--- src/rtl/osc_pkg.sv ---
// Shared constants and per-slot configuration for the operand read
// suppression cache. Assumes exactly three source slots.
package osc_pkg;
    localparam int NSRC = 3;
    localparam int CNT_W = $clog2(NSRC + 1);

    // Number of tags a slot keeps.
    function automatic int slot_depth(input int slot);
        return (slot == 1) ? 2 : 1;
    endfunction

    // Whether a slot may be served from a previous instruction's read.
    function automatic bit slot_xhit(input int slot);
        return (slot == 1) || (slot == 2);
    endfunction
endpackage

--- src/rtl/osc_slot.sv ---
// Tag cache for one source slot. It holds DEPTH tags; the newest is at
// entry 0. On a miss by a valid read the tags shift down and the new
// index enters at entry 0. A destination write clears the matching
// entries after the fill. kill empties the slot. Updates happen only
// when step is high. Assumes one lookup per step.
module osc_slot #(
    parameter int IW    = 7,
    parameter int DEPTH = 1,
    parameter bit XHIT  = 1'b1
) (
    input  logic          clk,
    input  logic          rst_n,
    input  logic          step,
    input  logic          kill,
    input  logic          rd_vld,
    input  logic [IW-1:0] rd_idx,
    input  logic          inv_vld,
    input  logic [IW-1:0] inv_idx,
    output logic          hit_o
);
    logic [DEPTH-1:0] ent_v;
    logic [IW-1:0]    ent_t [DEPTH];
    logic [DEPTH-1:0] match;
    logic [DEPTH-1:0] nxt_v;
    logic [IW-1:0]    nxt_t [DEPTH];
    logic             present;
    logic             fill;

    // Compare the request against every held tag.
    always_comb begin
        for (int d = 0; d < DEPTH; d++) begin
            match[d] = ent_v[d] && (ent_t[d] == rd_idx);
        end
    end

    assign present = |match;
    assign fill    = rd_vld && !present;
    assign hit_o   = XHIT && rd_vld && present;

    // Next-state per entry: shift on fill, then clear on destination write.
    for (genvar d = 0; d < DEPTH; d++) begin : g_ent
        logic [IW-1:0] sh_t;
        logic          sh_v;
        if (d == 0) begin : g_head
            assign sh_t = rd_idx;
            assign sh_v = 1'b1;
        end else begin : g_tail
            assign sh_t = ent_t[d-1];
            assign sh_v = ent_v[d-1];
        end
        assign nxt_t[d] = fill ? sh_t : ent_t[d];
        assign nxt_v[d] = (fill ? sh_v : ent_v[d])
                          && !(inv_vld && (nxt_t[d] == inv_idx));
    end

    // Valid bits: reset, flush or advance.
    always_ff @(posedge clk) begin
        if (!rst_n) begin
            ent_v <= '0;
        end else if (step) begin
            ent_v <= kill ? '0 : nxt_v;
        end
    end

    // Tags carry no reset; they only matter while their valid bit is set.
    always_ff @(posedge clk) begin
        if (step) begin
            for (int d = 0; d < DEPTH; d++) begin
                ent_t[d] <= nxt_t[d];
            end
        end
    end
endmodule

--- src/rtl/osc_intra.sv ---
// Duplicate detection inside one instruction. A valid source is marked
// when any valid source at a lower slot carries the same index.
// Purely combinational.
module osc_intra #(
    parameter int IW = 7,
    parameter int N  = 3
) (
    input  logic [N-1:0][IW-1:0] idx,
    input  logic [N-1:0]         vld,
    output logic [N-1:0]         dup_o
);
    // Scan lower slots for an equal valid index.
    always_comb begin
        for (int i = 0; i < N; i++) begin
            dup_o[i] = 1'b0;
            for (int j = 0; j < i; j++) begin
                if (vld[i] && vld[j] && (idx[j] == idx[i])) begin
                    dup_o[i] = 1'b1;
                end
            end
        end
    end
endmodule

--- src/rtl/opnd_rs_cache.sv ---
// Operand read suppression cache. Takes one instruction per cycle and
// returns the per-slot suppress bits and the read count one cycle later.
// SIMD16 with a scalar source disables suppression and flushes all
// slots. Assumes the destination write of an instruction lands before
// the next instruction's lookup.
module opnd_rs_cache
    import osc_pkg::*;
#(
    parameter int IW = 7
) (
    input  logic                    clk,
    input  logic                    rst_n,
    input  logic                    in_vld,
    input  logic [NSRC-1:0][IW-1:0] src_idx,
    input  logic [NSRC-1:0]         src_vld,
    input  logic [NSRC-1:0]         src_scalar,
    input  logic                    simd16,
    input  logic                    dst_vld,
    input  logic [IW-1:0]           dst_idx,
    output logic                    out_vld,
    output logic [NSRC-1:0]         sup_o,
    output logic [CNT_W-1:0]        rd_cnt
);
    logic            no_sup;
    logic [NSRC-1:0] dup;
    logic [NSRC-1:0] hit;
    logic [NSRC-1:0] sup_c;
    logic [CNT_W-1:0] cnt_c;

    // SIMD16 with any valid scalar source turns suppression off.
    assign no_sup = simd16 && |(src_vld & src_scalar);

    osc_intra #(.IW(IW), .N(NSRC)) u_intra (
        .idx   (src_idx),
        .vld   (src_vld),
        .dup_o (dup)
    );

    for (genvar s = 0; s < NSRC; s++) begin : g_slot
        osc_slot #(
            .IW    (IW),
            .DEPTH (slot_depth(s)),
            .XHIT  (slot_xhit(s))
        ) u_slot (
            .clk     (clk),
            .rst_n   (rst_n),
            .step    (in_vld),
            .kill    (no_sup),
            .rd_vld  (src_vld[s]),
            .rd_idx  (src_idx[s]),
            .inv_vld (dst_vld),
            .inv_idx (dst_idx),
            .hit_o   (hit[s])
        );
    end

    assign sup_c = no_sup ? '0 : (src_vld & (dup | hit));

    // Count the sources that really read the register file.
    always_comb begin
        cnt_c = '0;
        for (int s = 0; s < NSRC; s++) begin
            cnt_c = cnt_c + CNT_W'(src_vld[s] && !sup_c[s]);
        end
    end

    // Register the per-instruction results.
    always_ff @(posedge clk) begin
        if (!rst_n) begin
            out_vld <= 1'b0;
            sup_o   <= '0;
            rd_cnt  <= '0;
        end else begin
            out_vld <= in_vld;
            sup_o   <= in_vld ? sup_c : '0;
            rd_cnt  <= in_vld ? cnt_c : '0;
        end
    end
endmodule

--- config.mk ---
export PLATFORM = sky130hd
export DESIGN_NAME = opnd_rs_cache
export DESIGN_NICKNAME = d
export VERILOG_FILES = /design/src/rtl/osc_pkg.sv /design/src/rtl/osc_slot.sv /design/src/rtl/osc_intra.sv /design/src/rtl/opnd_rs_cache.sv
export SDC_FILE = /design/constraint.sdc
export NUM_CORES = 1
export LEC_CHECK = 0
export ABC_AREA = 1
export BUFFER_PORTS_ARGS = -buffer_cell sky130_fd_sc_hd__buf_2
export CAP_MARGIN = 40
export CORE_UTILIZATION = 51
export CTS_BUF_LIST = sky130_fd_sc_hd__clkbuf_16
export DETAILED_ROUTE_END_ITERATION = 10
export GPL_TIMING_DRIVEN = 1
export PLACE_DENSITY = 0.85
export SLEW_MARGIN = 10
export SYNTH_ARGS = -nofsm -noshare
export SYNTH_HDL_FRONTEND = slang
export SYNTH_SLANG_ARGS = --single-unit
--- constraint.sdc ---
create_clock -name clk -period 2.1 [get_ports clk]
set_input_delay 0.105 -clock clk [delete_from_list [all_inputs] [get_ports clk]]
set_output_delay 0.105 -clock clk [all_outputs]
set_load 0.01 [all_outputs]
==> results list, run 1 <==
- The area growth from synthesis to layout is 28.6%.
- The placed instances occupy a cell area of around 2900 um^2.
- Share of the core filled with cells: between 60% and 70%
- The largest total area in the synthesized netlist belongs to sky130_fd_sc_hd__edfxtp_1.
- Antenna viol nets, final: 0
- The number of nets in the synthesized netlist is roughly 430.
- The run finished with clean final reports.
* Total leakage power: approximately 0.0018 uW
- Share of flip-flops with an asynchronous set or reset after synthesis: 0%
* Overflow after GRT: 0
- In the post-synthesis netlist, the biggest area contributors are sky130_fd_sc_hd__edfxtp_1 24%, sky130_fd_sc_hd__nand2_1 20%, sky130_fd_sc_hd__nand3_1 7.6%, sky130_fd_sc_hd__inv_1 6.4%, sky130_fd_sc_hd__dfxtp_1 6.2%.
* Fillcell total: 394
* Final std cells w/o fill: between 500 and 600
* Final hold vios: 0
- Setup repair after global routing missed its margin: yes
- Averaged over all synthesized cells, the footprint is 6.70 um^2.
- First DRT Iteration DRCs: roughly 270
* Hold_ws: approximately 0.14 ns
- In the post-synthesis netlist, the cell with the most instances is sky130_fd_sc_hd__nand2_1.
- The tree is rooted in a sky130_fd_sc_hd__clkbuf_16.
- In this run the critical register-to-register path is launched from g_slot[1].u_slot.ent_t[0][3].
* TritonCTS sink count: 29
- From left edge to right edge, the die measures around 73 um.
* Number of vias per cell after detailed routing: around 5.6
* End point of the most critical hold path: g_slot[1].u_slot.ent_v[1]
- Cells with a size suffix above 1 make up between 20 and 30% of the layout.
- Cell Area, Synth: between 2000 and 3000 um^2
- 0 antenna diodes ended up in the layout.
- Number of top-level design ports: 45
- Start point of the worst min-delay path: rst_n
- Area used by multi-input combinational logic: 1550 um^2
- Detailed Place HPWL: between 5000 and 6000 um
- Vias in the first global route: 2615
* Maximum buffer depth of the clock tree: 2
- Setup violations remaining at the end of the flow were counted as 0.
* Achievable Freq: around 480 MHz
- Placement Rows: 25
* Required arrival time at the worst endpoint: around 2.3 ns
* Endpoint of the worst register-to-register path: g_slot[1].u_slot.ent_v[1]
- Measured along the y axis, the die boundary spans roughly 73 um.
- IR analysis of the VDD net gives a maximum drop of 0.000521 V.
- Synthesis produced between 300 and 400 cells.
- Total non-filler cell area in the finished layout: ~3300 um^2
- Global routing used a little under a third of the available tracks.
* Worst Path Arrival: between 2 and 2.5 ns
- Hold crit path type: in -> reg
* Clock-pin transition on the worst setup and hold timing paths: around 0.05 ns
- Number of cells on the worst reg-to-reg path: 18
- Count of maximum capacitance violations: 0
* Number of distinct library cells after synthesis: between 40 and 50
* Slew at the pin closest to its max-slew limit: 0.620 ns
- Sequential area share after synthesis: 30.6%
* EDFF count, synth: 21
- The core region is between 4000 and 5000 um^2.
- Clock period minus worst slack: ~2.1 ns
* Category of the worst setup path capture point: register
* Power per unit of standard cell area: 588 nW/um^2
- Critical path type: reg -> reg
- Length of the first detailed-routing pass in iterations: 6
- After detailed routing, the number of remaining DRC violations is 0.
- By count the netlist is led by 135 x sky130_fd_sc_hd__nand2_1, 44 x sky130_fd_sc_hd__inv_1, 39 x sky130_fd_sc_hd__nand3_1, 21 x sky130_fd_sc_hd__edfxtp_1, 20 x sky130_fd_sc_hd__nand4_1.
- Buffers placed on the I/O ports in this run total 43.
- The worst hold path was traced through 3 stages.
- For this block, the routed nets add up to ~8300 um of wire.
- Once the floorplan was initialized, standard cells occupied a little over half of the core.
- Post-synth top area share: 24.4%
- Yosys printed 0 warnings.
- Max transition margin: between 50% and 60%
- Initial antenna violation count: 0
* # placed instances: between 400 and 500
- After synthesis the netlist holds a flip-flop and latch count of 29.
* Hold-fix buffers at CTS: 0
- TritonCTS built the clock tree.
- Along the worst path, the maximum fanout reaches 8.
- Clock latency on the worst-skew pair: roughly 0.28 ns
- Pins Over Slew Limit: 0
- Number of buffers created by CTS: 5
- Detailed routing inserted a total of just under 3000 vias.
- Register-to-Register Setup Slack: 0.02 ns
* Final nets: 500
- Final Cycle Share: between 90% and 100%
- In the synthesized netlist the dominant register cell turns out to be sky130_fd_sc_hd__edfxtp_1.
- STA classifies the critical path startpoint as a register.
* Htree depth: 2
- Average detailed-routed wire length per instance: between 15 and 20 um
- The die covers approximately 5300 um^2.
- Final Skew: around 0.0032 ns
* Sequential cell area: between 700 and 800 um^2
- The first global-routing pass estimated between 10000 and 15000 um of wire.
- Entering global routing, the biggest net connects 27 pins.
- The congestion estimate from routability-driven global placement came to around 0.93.
## worst max-delay path by stage
stage                     slack, ns                           from                   endpoint  cells past startpoint
after floorplan                0.15   g_slot[1].u_slot.ent_t[0][3]                  rd_cnt[0]                     13
after global placement         0.04  g_slot[1].u_slot.ent_t[0][11]  g_slot[1].u_slot.ent_v[1]                     15
after detailed placement      0.007   g_slot[1].u_slot.ent_t[0][7]  g_slot[1].u_slot.ent_v[1]                     16
after CTS                      0.09   g_slot[1].u_slot.ent_t[0][7]  g_slot[1].u_slot.ent_v[1]                     16
after global routing          -0.11   g_slot[1].u_slot.ent_t[0][3]  g_slot[1].u_slot.ent_v[0]                     17
final                          0.02   g_slot[1].u_slot.ent_t[0][3]  g_slot[1].u_slot.ent_v[1]                     18
## what timing repair did
action                                  CTS  global route
gates resized for setup                   0            18
endpoints found under the setup margin    1             4
setup buffers                             3            20
cloned                                    0             4
pin swaps                                 0            12
## power by group
group	switching, uW	leakage (uW)	internal (uW)
clock	259	0.0000808	502
sequential	31.1	0.000275	663
combinational	306	0.00140	190
total	596	0.00175	1360
## flip-flops by register name (all words and copies together), names as in the netlist
| name | cells |
|---|---|
| g_slot.u_slot.ent_t | 21 |
| out_vld | 1 |
| g_slot.u_slot.ent_v | 3 |
| sup_o | 2 |
| rd_cnt | 2 |
## worst max-delay path, stage by stage, from the launching register on
cell and delay (ns):
sky130_fd_sc_hd__edfxtp_1 0.40, sky130_fd_sc_hd__inv_1 0.11, sky130_fd_sc_hd__nand2_1 0.08, sky130_fd_sc_hd__nand2_1 0.10, sky130_fd_sc_hd__inv_1 0.05, sky130_fd_sc_hd__nand2_2 0.08, sky130_fd_sc_hd__nor2_4 0.04, sky130_fd_sc_hd__nand2_4 0.15
sky130_fd_sc_hd__buf_8 0.15, sky130_fd_sc_hd__buf_4 0.11, sky130_fd_sc_hd__nand4_1 0.11, sky130_fd_sc_hd__nand3_1 0.10, sky130_fd_sc_hd__nand2_1 0.06, sky130_fd_sc_hd__inv_1 0.06, sky130_fd_sc_hd__nand2_1 0.04, sky130_fd_sc_hd__nor2_1 0.12
sky130_fd_sc_hd__nand2_1 0.08, sky130_fd_sc_hd__nand2_1 0.07, sky130_fd_sc_hd__a21oi_2 0.05
## per-stage QoR
stage | worst slack, ns | power, uW | setup TNS (ns)
2_1_floorplan | 0.150 | 987 | 0
3_3_place_gp | 0.0445 | 1120 | 0
3_5_place_dp | 0.00721 | 1130 | 0
4_1_cts | 0.0881 | 1890 | 0
5_1_grt | -0.108 | 2020 | -0.268
6_report | 0.0240 | 1950 | 0
## area by class of cell
class | instances | area share (%)
timing repair buffer | 76 | 15.6
clock buffer | 6 | 4.52
multi-input combinational | 290 | 46.7
tap | 67 | 2.52
sequential | 29 | 23.8
clock inverter | 2 | 0.226
inverter | 58 | 6.63
## layer usage
| metal | track usage, % | share of wire [%] |
|---|---|---|
| met5 | 0 | 0 |
| met4 | 14.8 | 3.8 |
| met3 | 5.80 | 9.0 |
| met2 | 48.6 | 48 |
| met1 | 39.4 | 40 |
## cells by family after synthesis
logic type      synth area share [%]
buf+inv                         11.6
flops                           30.6
simple gates                    45.5
xor+xnor                        3.73
other cells                    0.145
fa+ha+maj                      0.776
compound gates                  7.56
## placed cells by master (no fill, tap or decap), drive strengths merged
master	instances
nor4	3
clkinv	3
nor3	1
conb	1
a21boi	1
a22oi	1
or2	3
edfxtp	21
a221oi	1
fa	1
nand2	159
dfxtp	8
o221ai	1
nand4	20
clkbuf	8
buf	74
nand3	42
o22ai	2
o211ai	5
xnor2	4
o2111ai	3
xor2	7
a21oi	5
o21ai	9
and3	1
nor2	20
inv	57
No activity file was read; power rests on OpenSTA's default activity.
==> run 2, diff against run 1 <==
CORE_UTILIZATION = 40   (was 51)
PLACE_DENSITY = 0.71   (was 0.85)
RECOVER_POWER = 100   (was unset)
==> run 2 against run 1 <==
Compared with the run above:
- final area is 6.8% lower
- cell count is 2.3% lower
- register-to-register slack better by 0.06 ns
- clock-buffer cell count is 1 lower
- total power is 0.46% higher
- worst setup slack better by 0.058 ns
- via count is 6.5% lower
- utilization is 18 points lower
- critical path depth is 6 lower
- non-clock buffer count is 18 lower
- flip-flop and latch count stayed put
- sequential power hardly changed
- largest cell class unchanged
- highest routed layer unchanged
==> results list, run 2 (synthesis results as in run 1) <==
* Outcome: complete, no violations
- Power spread over the standard cell area amounts to approximately 630 nW/um^2.
* Largest net degree at the start of global routing: 27
- Category of the worst setup path capture point: register
- In this run the worst path has a maximum fanout of 4.
- Max-cap violations in this run came to 0.
* Capture point of the worst path: rd_cnt[0]
* Clock-pin transition on the worst setup and hold timing paths: approximately 0.05 ns
* Pre-CTS setup slack: ~0.064 ns
- For this design the static power due to leakage is approximately 0.0016 uW.
- Overflow after GRT: 0
* Initial antenna violation count: 0
- Setup repair after global routing could not meet its margin everywhere.
* Clock period minus worst slack: 2.02 ns
- Vias in the first global route: approximately 2400
- Routability-driven placement finished with a final weighted congestion of around 0.91.
- First element of the critical path: g_slot[1].u_slot.ent_t[0][3]
- Detailed Place HPWL: roughly 5900 um
- Beginning of the worst register-to-register path: g_slot[1].u_slot.ent_t[0][3]
- Number of buffers created by CTS: 5
* Final WL: approximately 7600 um
- Register-to-Register Setup Slack: 0.08 ns
- For this configuration, the core starts out at a cell density of between 40% and 50%.
* Clock tree from TritonCTS: done
- Die W: 82.3 um
- Final hold vios: 0
- Achievable Freq: roughly 500 MHz
* Share of the core filled with cells: 51.1%
- In this run the deepest clock path goes through 2 buffers.
- The worst register-to-register path ends at rd_cnt[0].
- Via Count: approximately 2800
* Total Die Area: 6780 um^2
- Length of the first detailed-routing pass in iterations: 5
- Port Buffer Count: 43
* VDD IR max: between 0.0003 and 0.0004 V
* Most frequent cells in the layout: 136 x sky130_fd_sc_hd__nand2_1, 44 x sky130_fd_sc_hd__inv_1, 39 x sky130_fd_sc_hd__nand3_1, 38 x sky130_fd_sc_hd__buf_2, 21 x sky130_fd_sc_hd__edfxtp_1
- The repair_antennas step left the layout with diodes totalling 0.
- Height of the die: roughly 82 um
- TritonCTS sink count: 29
- The finished layout holds about 520 standard cells, fillers aside.
- Pins Over Slew Limit: 0
* Flip-flop count of the largest register, all copies and words added: 21
- First DRT Iteration DRCs: ~160
- At the pin with the least slew margin, the transition time is between 0.6 and 0.7 ns.
- The min-delay analysis places its worst path in the category in -> reg.
- Summing internal, switching and leakage power gives slightly below 2000 uW.
* Clock latency on the worst-skew pair: roughly 0.28 ns
- In this run, placement finished with an instance count of between 500 and 600.
- Max transition margin: slightly below 60%
- Largest Register: g_slot.u_slot.ent_t
- Count of unresolved DRC violations after routing: 0
- Placement Rows: 28
- Average detailed-routed wire length per instance: around 15 um
* Global Route Usage Sum: between 20% and 30%
- Critical path type: reg -> reg
* Worst Path Arrival: 2.19 ns
- Endpoints failing setup: 0
- The clock arrives with ~0.0051 ns of skew.
* Final Cycle Share: a little over nine tenths
- Final nets: 480
- Required arrival time at the worst endpoint: approximately 2.3 ns
- Area added between synthesis and finish: 19.9%
- Number of vias per cell after detailed routing: 5.40
* Antenna viol nets, final: 0
- CTS built an H-tree with a depth of 2.
- Fill cells in the final layout number 620.
- Worst Slack Setup Final: 0.0817 ns
- Nature of the critical path startpoint: register
* CTS root buf: sky130_fd_sc_hd__clkbuf_16
- Proportion of layout cells with a drive suffix above 1: 24.3%
- Largest registers: g_slot.u_slot.ent_t: 21 flops, g_slot.u_slot.ent_v: 3 flops
* First-pass GRT wire length: approximately 12000 um
* Area of the core region: 6060 um^2
* Number of cells on the worst reg-to-reg path: 12
- Leaving out fill and tap cells, the most frequent cell in the layout is sky130_fd_sc_hd__nand2_1.
* Number of top-level design ports: between 40 and 50
run 2: cell count changes in the layout (fill, tap and decap cells not counted), sizes merged:
cell / previous run / this run
buf: 74 / 52
bufinv: 0 / 1
clkbuf: 8 / 11
nand2: 159 / 158
nand3: 42 / 41
run 2: where the power goes:
part           leakage (uW)  total (uW)  switching [uW]  internal [uW]
Sequential         0.000275         695            32.1            663
Clock             0.0000826         811             261            550
Combinational       0.00125         454             283            171
Total               0.00161        1960             576           1380
run 2: how the worst min path moves through the flow:
stage	cells past startpoint	from	end	slack [ns]
floorplan	1	in_vld	g_slot[2].u_slot.ent_v	0.20
global placement	3	rst_n	g_slot[1].u_slot.ent_v[1]	0.41
detailed placement	3	rst_n	g_slot[1].u_slot.ent_v[1]	0.42
CTS	3	rst_n	g_slot[1].u_slot.ent_v[1]	0.13
global route	3	rst_n	g_slot[1].u_slot.ent_v[1]	0.15
finish	3	rst_n	g_slot[1].u_slot.ent_v[1]	0.14
run 2: repair_timing:
| action | 4_1_cts | 5_1_grt |
|---|---|---|
| hold buffers | 0 | 0 |
| setup endpoints to repair | 0 | 3 |
| resized for setup | 0 | 6 |
| buffers inserted | 0 | 6 |
run 2: final cells by class:
cell class                      instances  area (um^2)  area share [%]
Timing Repair Buffer                   58          334            10.8
Clock buffer                            5          125            4.04
Sequential cell                        29          791            25.6
Inverter                               58          220            7.12
Clock inverter                          3         37.5            1.21
Multi-Input combinational cell        288         1490            48.2
Tap cell                               75         93.8            3.03
run 2: through the flow:
| stage | TNS, ns | area (um^2) | hold slack (ns) |
|---|---|---|---|
| finish | 0 | 3090 | 0.136 |
| global route | -0.110 | 3090 | 0.151 |
| CTS | 0 | 3050 | 0.128 |
| detailed placement | 0 | 2890 | 0.420 |
| global placement | 0 | 2890 | 0.411 |
| floorplan | 0 | 2580 | 0.196 |
run 2: metal layers:
| metal | GRT usage (%) | wire [um] | vias up |
|---|---|---|---|
| met3 | 3.63 | 609 | 27 |
| met5 | 0 | 0 | - |
| met1 | 31.6 | 3310 | 1273 |
| met4 | 10.4 | 280 | 0 |
| met2 | 37.7 | 3440 | 123 |
| li1 | - | - | 1363 |
run 2: critical path, cell delays in order (launching register included):
cell and delay (ns):
sky130_fd_sc_hd__edfxtp_1 0.47, sky130_fd_sc_hd__inv_2 0.11, sky130_fd_sc_hd__nand2_1 0.05, sky130_fd_sc_hd__nand2_1 0.06, sky130_fd_sc_hd__inv_1 0.04, sky130_fd_sc_hd__nand2_2 0.08, sky130_fd_sc_hd__nor2_4 0.04, sky130_fd_sc_hd__nand2_4 0.07
sky130_fd_sc_hd__nand3_1 0.15, sky130_fd_sc_hd__a21boi_0 0.26, sky130_fd_sc_hd__fa_1 0.46, sky130_fd_sc_hd__inv_1 0.07, sky130_fd_sc_hd__nor2_1 0.04
==> run 3, diff against run 2 <==
ABC_CLOCK_PERIOD_IN_PS = 2100   (was unset)
PLACE_DENSITY = 0.7   (was 0.71)
==> run 3 against run 2 <==
Compared with the run above:
- worst setup slack better by 0.035 ns
- flip-flop and latch count unchanged
- wire length up 2.7%
- critical path type unchanged
- largest power group unchanged
- highest routed layer unchanged
==> results list, run 3 (synthesis results as in run 1) <==
* Total net switching power: 601 uW
- Height of the die: 82.3 um
- VDD IR max: just under 0.0004 V
* Power per unit of standard cell area: between 600 and 700 nW/um^2
- Switching Fraction: between 20% and 30%
- Pins Over Slew Limit: 0
- Hold crit path type: in -> reg
* Worst Path Arrival: approximately 2.2 ns
- During I/O placement, the number of pins put on the boundary was 45.
- The register with the most flip-flops in the layout has 21 of them.
- The clock reaches the later pin of the worst-skew pair after 0.28 ns.
- Initial Util: about 43%
- The detail route stage leaves a number of antenna-violating nets equal to 0.
- Share of the core filled with cells: between 50% and 60%
* Sequential cell fraction of total power: 34.3%
- In the routed design, unresolved DRC markers number 0.
- Across every metal layer, demand over resource in global routing totals between 20 and 25%.
- TritonCTS sink count: 29
- Number of vias per cell after detailed routing: 5.35
- Final Skew: approximately 0.0049 ns
- Largest Register: g_slot.u_slot.ent_t
- Vias in the first global route: 2490
- Of all nets on the critical path, the largest fanout is 4.
- The H-tree was split into 2 levels.
* Count of maximum capacitance violations: 0
* Total leakage power: 0.00167 uW
- Internal power comes to around 1400 uW.
* Hold-fix buffers at CTS: 0
* CTS root buf: sky130_fd_sc_hd__clkbuf_16
* Setup repair after global routing missed its margin: yes
* Start point of the worst min-delay path: rst_n
- Count of inserted antenna diode cells: 0
- Proportion of layout cells with a drive suffix above 1: between 20 and 30%
- Setup violations remaining at the end of the flow were counted as 0.
- Combinational group share of total power: a little under a quarter
* Area of the core region: 6060 um^2
- At the worst endpoint, the required time is roughly 2.3 ns.
* Clock-pin transition on the worst setup and hold timing paths: ~0.05 ns
* Final hold vios: 0
- Final WL: slightly below 8000 um
- The floorplan step set the die width to just over 80 um.
* Number of buffers created by CTS: 5
- Summing over every cut layer, the via total after detailed routing is between 2000 and 3000.
* Clock tree from TritonCTS: done
* First DRT Iteration DRCs: between 150 and 200
- The first TritonRoute pass finished after 5 iterations.
* Clock Power Share: a little over two fifths
- Counting along the longest clock path gives a buffer depth of 2.
* Accumulated negative setup slack: 0 ns
- The flow ran to the end, and the final reports show no timing, DRC or antenna violations.
- Beginning of the worst register-to-register path: g_slot[2].u_slot.ent_t[0][5]
* Total Die Area: between 6000 and 7000 um^2
* Initial antenna violation count: 0
- Post-route total power: a little over 2000 uW
* Placement Rows: 28
- Most frequent cells in the layout: 128 x sky130_fd_sc_hd__nand2_1, 42 x sky130_fd_sc_hd__inv_1, 39 x sky130_fd_sc_hd__nand3_1, 38 x sky130_fd_sc_hd__buf_2, 23 x sky130_fd_sc_hd__nand2_2
- Leaving out fill and tap cells, the most frequent cell in the layout is sky130_fd_sc_hd__nand2_1.
* Final nets: a little under 500
* Max transition margin: between 50% and 60%
* Critical path type: reg -> reg
- The total overflow left after global routing is 0.
* # placed instances: around 500
* Achievable Freq: just over 500 MHz
- Nature of the critical path startpoint: register
- In this run the tool buffered the top-level ports with 43 buffer cells.
- Clock period minus worst slack: 1.98 ns
- Slew at the pin closest to its max-slew limit: ~0.67 ns
- Entering global routing, the biggest net connects 27 pins.
- Relative to the synthesized area, the layout overhead comes to 24.8%.
- Detailed placement finished with a half-perimeter wire length of 5960 um.
* First-pass GRT wire length: about 12000 um
* Final Cycle Share: a little over nine tenths
* Hold_ws: approximately 0.13 ns
- At the end of routability-driven placement, the weighted congestion stood at just under 0.9.
- Category of the worst setup path capture point: register
- Largest registers: g_slot.u_slot.ent_t: 21 flops, g_slot.u_slot.ent_v: 3 flops
* Average detailed-routed wire length per instance: ~15 um
- The most critical setup path has its startpoint at g_slot[2].u_slot.ent_t[0][5].
- For this run, the number of standard cells in the final layout without fillers is between 500 and 600.
## run 3: changes by cell type in the layout (fill, tap and decap cells not counted), sizes merged
| cell | delta |
|---|---|
| clkbuf | +1 |
| inv | -1 |
| bufinv | -1 |
| buf | +7 |
## run 3: power by group through the flow
stage / clock network, uW / registers (uW) / logic (uW)
after global routing: 888 / 700 / 526
after CTS: 868 / 695 / 443
after global placement: 0 / 705 / 434
after detailed placement: 0 / 707 / 441
after floorplan: 0 / 701 / 286
final: 856 / 696 / 477
## run 3: area by class of cell
class                   instances  area [um^2]
multi-input cells             288         1530
inverters                      58          220
clock buffers                   7          175
fillers                       606         2840
clock inverters                 1         5.00
flip-flops and latches         29          791
repair buffers                 64          403
well taps                      75         93.8
## run 3: critical path, stage by stage, from the launching register on
cell                       delay (ns)
sky130_fd_sc_hd__edfxtp_1        0.43
sky130_fd_sc_hd__nand2_1         0.09
sky130_fd_sc_hd__o21ai_1         0.07
sky130_fd_sc_hd__nor3_2          0.28
sky130_fd_sc_hd__nand2_4         0.13
sky130_fd_sc_hd__nand2_2         0.10
sky130_fd_sc_hd__nand2_1         0.05
sky130_fd_sc_hd__nand2_1         0.08
sky130_fd_sc_hd__nor2_1          0.06
sky130_fd_sc_hd__fa_1            0.50
sky130_fd_sc_hd__inv_1           0.04
sky130_fd_sc_hd__nor2_1          0.08
## run 3: per-layer routing
| metal | GRT usage [%] | vias to the layer above | part of all wire [%] |
|---|---|---|---|
| met5 | 0 | - | 0 |
| met4 | 10.7 | 0 | 3.0 |
| met3 | 4.07 | 21 | 6.1 |
| met2 | 38.6 | 106 | 47 |
| met1 | 31.6 | 1288 | 44 |
| li1 | - | 1379 | - |
## run 3: path summary, 6_finish.rpt
path | end | slack (ns) | depth (start not counted)
hold reg to reg | g_slot[1].u_slot.ent_v[0] | 0.56 | 2
setup reg to reg | rd_cnt[0] | 0.12 | 11
hold / removal | g_slot[1].u_slot.ent_v[1] | 0.13 | 3
setup / recovery | rd_cnt[0] | 0.12 | 11
## run 3: metrics by stage
stage / setup slack, ns / instance area (um^2)
2_1_floorplan: 0.150 / 2580
3_3_place_gp: 0.121 / 2920
3_5_place_dp: 0.0706 / 2920
4_1_cts: 0.0670 / 3100
5_1_grt: -0.0282 / 3220
6_report: 0.117 / 3220
## run 3: repair_timing
action                     CTS  global route
gates resized for setup      0            19
buffers inserted             0            10
setup endpoints to repair    0             4
